$ cat config.mk
export PLATFORM = sky130hd
export DESIGN_NAME = seq_mode_counter
export DESIGN_NICKNAME = d
export VERILOG_FILES = /design/src/rtl/seqctr_pkg.sv /design/src/rtl/seqctr_succ.sv /design/src/rtl/seqctr_sel.sv /design/src/rtl/seqctr_reg.sv /design/src/rtl/seq_mode_counter.sv
export SDC_FILE = /design/constraint.sdc
export NUM_CORES = 1
export LEC_CHECK = 0
export ABC_AREA = 1
export BUFFER_PORTS_ARGS = -buffer_cell sky130_fd_sc_hd__buf_2
export CELL_PAD_IN_SITES_DETAIL_PLACEMENT = 1
export CELL_PAD_IN_SITES_GLOBAL_PLACEMENT = 1
export CORE_AREA = 2 2 39 41
export CTS_CLUSTER_SIZE = 8
export DETAILED_ROUTE_END_ITERATION = 7
export DIE_AREA = 0 0 41 43
export GPL_TIMING_DRIVEN = 1
export HOLD_SLACK_MARGIN = 0.12
export PLACE_DENSITY_LB_ADDON = 0.25
export SETUP_SLACK_MARGIN = 0.02
export SYNTH_ARGS = -nofsm -noshare
export SYNTH_HDL_FRONTEND = slang
export SYNTH_HIERARCHICAL = 1
export SYNTH_SLANG_ARGS = --single-unit
$ cat constraint.sdc
create_clock -name clk -period 2.4 [get_ports clk]
set_input_delay 0.24 -clock clk [delete_from_list [all_inputs] [get_ports clk]]
set_output_delay 0.24 -clock clk [all_outputs]
set_load 0.01 [all_outputs]
$ cat src/rtl/seqctr_pkg.sv
package seqctr_pkg;
  localparam int unsigned CODE_W = 3;
  localparam int unsigned NUM_CODES = 1 << CODE_W;
  localparam int unsigned NUM_KINDS = 2;

  typedef logic [CODE_W-1:0] code_t;

  typedef enum logic {
    KIND_MIXED  = 1'b0,
    KIND_STRIDE = 1'b1
  } kind_e;

  // evens ascending, then odds ascending, then back to zero
  function automatic code_t stride_next(code_t cur);
    code_t r;
    if (cur == code_t'(NUM_CODES - 1))      r = '0;
    else if (cur == code_t'(NUM_CODES - 2)) r = code_t'(1);
    else                                    r = cur + code_t'(2);
    return r;
  endfunction

  // 0 1 6 7 2 3 4 5 loop
  function automatic code_t mixed_next(code_t cur);
    code_t r;
    case (cur)
      3'd0:    r = 3'd1;
      3'd1:    r = 3'd6;
      3'd6:    r = 3'd7;
      3'd7:    r = 3'd2;
      3'd2:    r = 3'd3;
      3'd3:    r = 3'd4;
      3'd4:    r = 3'd5;
      default: r = 3'd0;
    endcase
    return r;
  endfunction
endpackage

$ cat src/rtl/seqctr_succ.sv
module seqctr_succ
  import seqctr_pkg::*;
#(
  parameter kind_e KIND = KIND_MIXED
) (
  input  code_t cur,
  output code_t nxt
);
  generate
    if (KIND == KIND_STRIDE) begin : g_stride
      assign nxt = stride_next(cur);
    end else begin : g_mixed
      assign nxt = mixed_next(cur);
    end
  endgenerate
endmodule

$ cat src/rtl/seqctr_sel.sv
module seqctr_sel
  import seqctr_pkg::*;
(
  input  logic                 sel,
  input  code_t [NUM_KINDS-1:0] cand,
  output code_t                 pick
);
  assign pick = cand[sel];
endmodule

$ cat src/rtl/seqctr_reg.sv
module seqctr_reg
  import seqctr_pkg::*;
(
  input  logic  clk,
  input  logic  rst,
  input  code_t d,
  output code_t q
);
  always_ff @(posedge clk) begin
    if (rst) q <= '0;
    else     q <= d;
  end
endmodule

$ cat src/rtl/seq_mode_counter.sv
module seq_mode_counter
  import seqctr_pkg::*;
(
  input  logic                 clk,
  input  logic                 rst,
  input  logic                 mode,
  output logic [CODE_W-1:0]    q
);
  code_t [NUM_KINDS-1:0] cand;
  code_t                 nxt;
  code_t                 cur;

  for (genvar k = 0; k < NUM_KINDS; k++) begin : g_kind
    seqctr_succ #(.KIND(kind_e'(k))) u_succ (
      .cur (cur),
      .nxt (cand[k])
    );
  end

  seqctr_sel u_sel (
    .sel  (mode),
    .cand (cand),
    .pick (nxt)
  );

  seqctr_reg u_reg (
    .clk (clk),
    .rst (rst),
    .d   (nxt),
    .q   (cur)
  );

  assign q = cur;

  // reset lands on zero
  assert_reset_zero_R1: assert property (@(posedge clk)
    rst |=> (q == '0));

  // even codes below six step by two in the stride ordering
  assert_stride_step_R2: assert property (@(posedge clk) disable iff (rst)
    (mode && !q[0] && q != 3'd6) |=> (q == code_t'($past(q) + 3'd2)));

  // mixed ordering closes from five back to zero
  assert_mixed_wrap_R3: assert property (@(posedge clk) disable iff (rst)
    (!mode && q == 3'd5) |=> (q == 3'd0));

  // bit two follows its sum of products
  assert_bit2_eqn_R5: assert property (@(posedge clk) disable iff (rst)
    1'b1 |=> (q[2] == ((!$past(mode) && !$past(q[0]) &&  $past(q[2])) ||
                       ( $past(mode) &&  $past(q[1]) && !$past(q[2])) ||
                       (!$past(mode) &&  $past(q[0]) && !$past(q[2])) ||
                       ( $past(mode) && !$past(q[1]) &&  $past(q[2])))));

  // bit zero follows its sum of products
  assert_bit0_eqn_R6: assert property (@(posedge clk) disable iff (rst)
    1'b1 |=> (q[0] == ((!$past(mode) && !$past(q[0])) ||
                       (!$past(q[0]) &&  $past(q[1]) && $past(q[2])) ||
                       ( $past(mode) &&  $past(q[0]) && !$past(q[2])) ||
                       ( $past(mode) &&  $past(q[0]) && !$past(q[1])))));

  // never parks on one code
  assert_always_moves_R7: assert property (@(posedge clk) disable iff (rst)
    !$past(rst) |-> (q != $past(q)));
endmodule

==> results.cfg <==
[layout]
layout_commonest_cell = nand2_1
drive_above_1_share = 0.200
synthToLayoutAreaGrowth_pct = 37.3
top_register = u_reg/q
largest_reg_flops = 3
fin_nets = 49
final_cell_mix = 17 x nand2_1, 9 x inv_1, 5 x buf_2
largestRegisters = u_reg/q: 3 flops
num_antenna_cells = 0
final_core_util = 0.190

[worst_hold_path]
hold_class = input pin to flop
holdPathStages = 2
worstHoldEndpoint = u_reg/q[1]
worstHoldStart = rst

[global_routing]
grt_pass1_vias = 213
grt_antenna_before_repair = 0
grt_max_degree = 8
grt_util_all_layers = 0.0662
grt_pass1_wl_um = 772
overflow = 0

[clock_network]
clockRootBuffer = clkbuf_4
insertion_delay_ns = 0.23
cts_resized = 0
numCtsBuffers = 3
tritoncts = done
cts_max_level = 1
postCtsSetupBuffers = 0
cts.clk_slew.worst_paths_ns = 0.04
hold_buffers = 0
numClockSinks = 3
cts_max_path_buffers = 2

[route]
vias = 217
first_iter_violations = 0
drtPass1Iterations = 1
drt-total-wl_um = 461
antenna_left = 0
via_per_inst = 3.56
drc_errors = 0
wl_per_cell_um = 7.56

[floorplanning]
fp.dieH_um = 43
core_mm2 = 0.00138
io_pins = 6
die_w_um = 41
num_rows = 14
initial_core_util = 0.138
dieArea_mm2 = 0.00176

[critical_path]
critical_path_buf_inv_count = 1
cp_top_family = flip-flops
crit_type = flop to output pin
cp-start-kind = flop
endpoint_kind = output pin
crit_required_ns = 2.16
crit_chain = buf_2
cp_slowest_stage_delay_ns = 0.44
r2r_start = u_reg/q[2]
crit_path_top_delay_cell = dfxtp_1
rrSetupSlack_ns = 1.44
path_max_fanout = 7
cp.arrival_ns = 0.85
r2r_end = u_reg/q[1]
rr_worst_depth = 8

[timing]
fin_tns_setup_ns = 0
grt_setup_unrepaired = false
finClkSkew_ns = 0.00223
fmax_ghz = 0.915
hold_viol = 0
setup_viol = 0
drv_slew = 0
whs_ns = 0.199
fin_crit_ns = 1.09
worstMarginPinSlew_ns = 0.240
slew_headroom = 0.840
finalCritPeriodShare = 0.455
timing.final.ws_setup_ns = 1.31

[yosys]
yosysWarnings = 6
seq_area_frac_synth = 0.314
syn_nets = 39
avgSynthCellArea_um2 = 5.32
yosysUniqueCellTypes = 7
syn-cell-area_um2 = 191
ys_ff_latch = 3
syn_inst = 36

[place]
post-place-ws_ns = 1.42
port_buffers = 5
dp_hpwl_um = 359
place_congestion = 0.613

[power]
p_leak_nw = 0.164
power_density_mw_per_mm2 = 701
vdd_ir_drop_max_mv = 0.219
p_total_mw = 0.184

[run_status]
status = complete, no violations

[run]
max_cap_viol_count = 0
## worst max path at each step
stage                     startpoint    endpoint  cells after the start
after floorplan           u_reg/q[2]  u_reg/q[1]                      8
after global placement    u_reg/q[2]  u_reg/q[1]                      8
after detailed placement  u_reg/q[2]  u_reg/q[1]                      8
after CTS                 u_reg/q[1]        q[1]                      1
after global routing      u_reg/q[1]        q[1]                      1
final                     u_reg/q[1]        q[1]                      1
## worst reg2reg max path, delay by kind of cell (launching register included)
kind	cells	cell delay (ns)
buffers and inverters	2	0.12
AND/OR/NAND/NOR	6	0.36
flip-flops	1	0.42
## metal layers
layer,vias to the layer above,part of all wire,GRT usage
li1,119,-,-
met1,94,0.48,0.0833
met2,4,0.46,0.0969
met3,0,0.059,0
met4,0,0,0.0600
met5,-,0,0
## cells by family (layout without fill, tap and decap cells)
family / after synthesis / after routing / synth area share
XOR/XNOR: 1 / 1 / 0.0458
buffers and inverters: 10 / 19 / 0.196
flip-flops: 3 / 3 / 0.314
AND/OR/NAND/NOR: 22 / 22 / 0.444
## area by class of cell
class	count	area, um2
sequential	3	60.1
tap	16	20.0
clock buffer	4	26.3
fill	183	1120
inverter	10	37.5
multi-input combinational	23	93.8
timing repair buffer	5	25.0
## through the flow
step | instance area, um2 | std cells
2_1_floorplan | 191 | 36
3_3_place_gp | 236 | 57
3_5_place_dp | 236 | 57
4_1_cts | 263 | 61
5_1_grt | 263 | 61
6_report | 263 | 61
## Yosys cell counts
cell	number	area, um2
nand2_1	17	63.8
xor2_1	1	8.76
dfxtp_1	3	60.1
inv_1	9	33.8
inv_2	1	3.75
nand3_1	2	10.0
nor2_1	3	11.3
## power breakdown
group | switching [mW] | leakage, nW | internal (mW)
Sequential | 0.00773 | 0.0249 | 0.0548
Combinational | 0.0196 | 0.124 | 0.0145
Clock | 0.0253 | 0.0150 | 0.0623
Power figures use the tool's default switching activity.
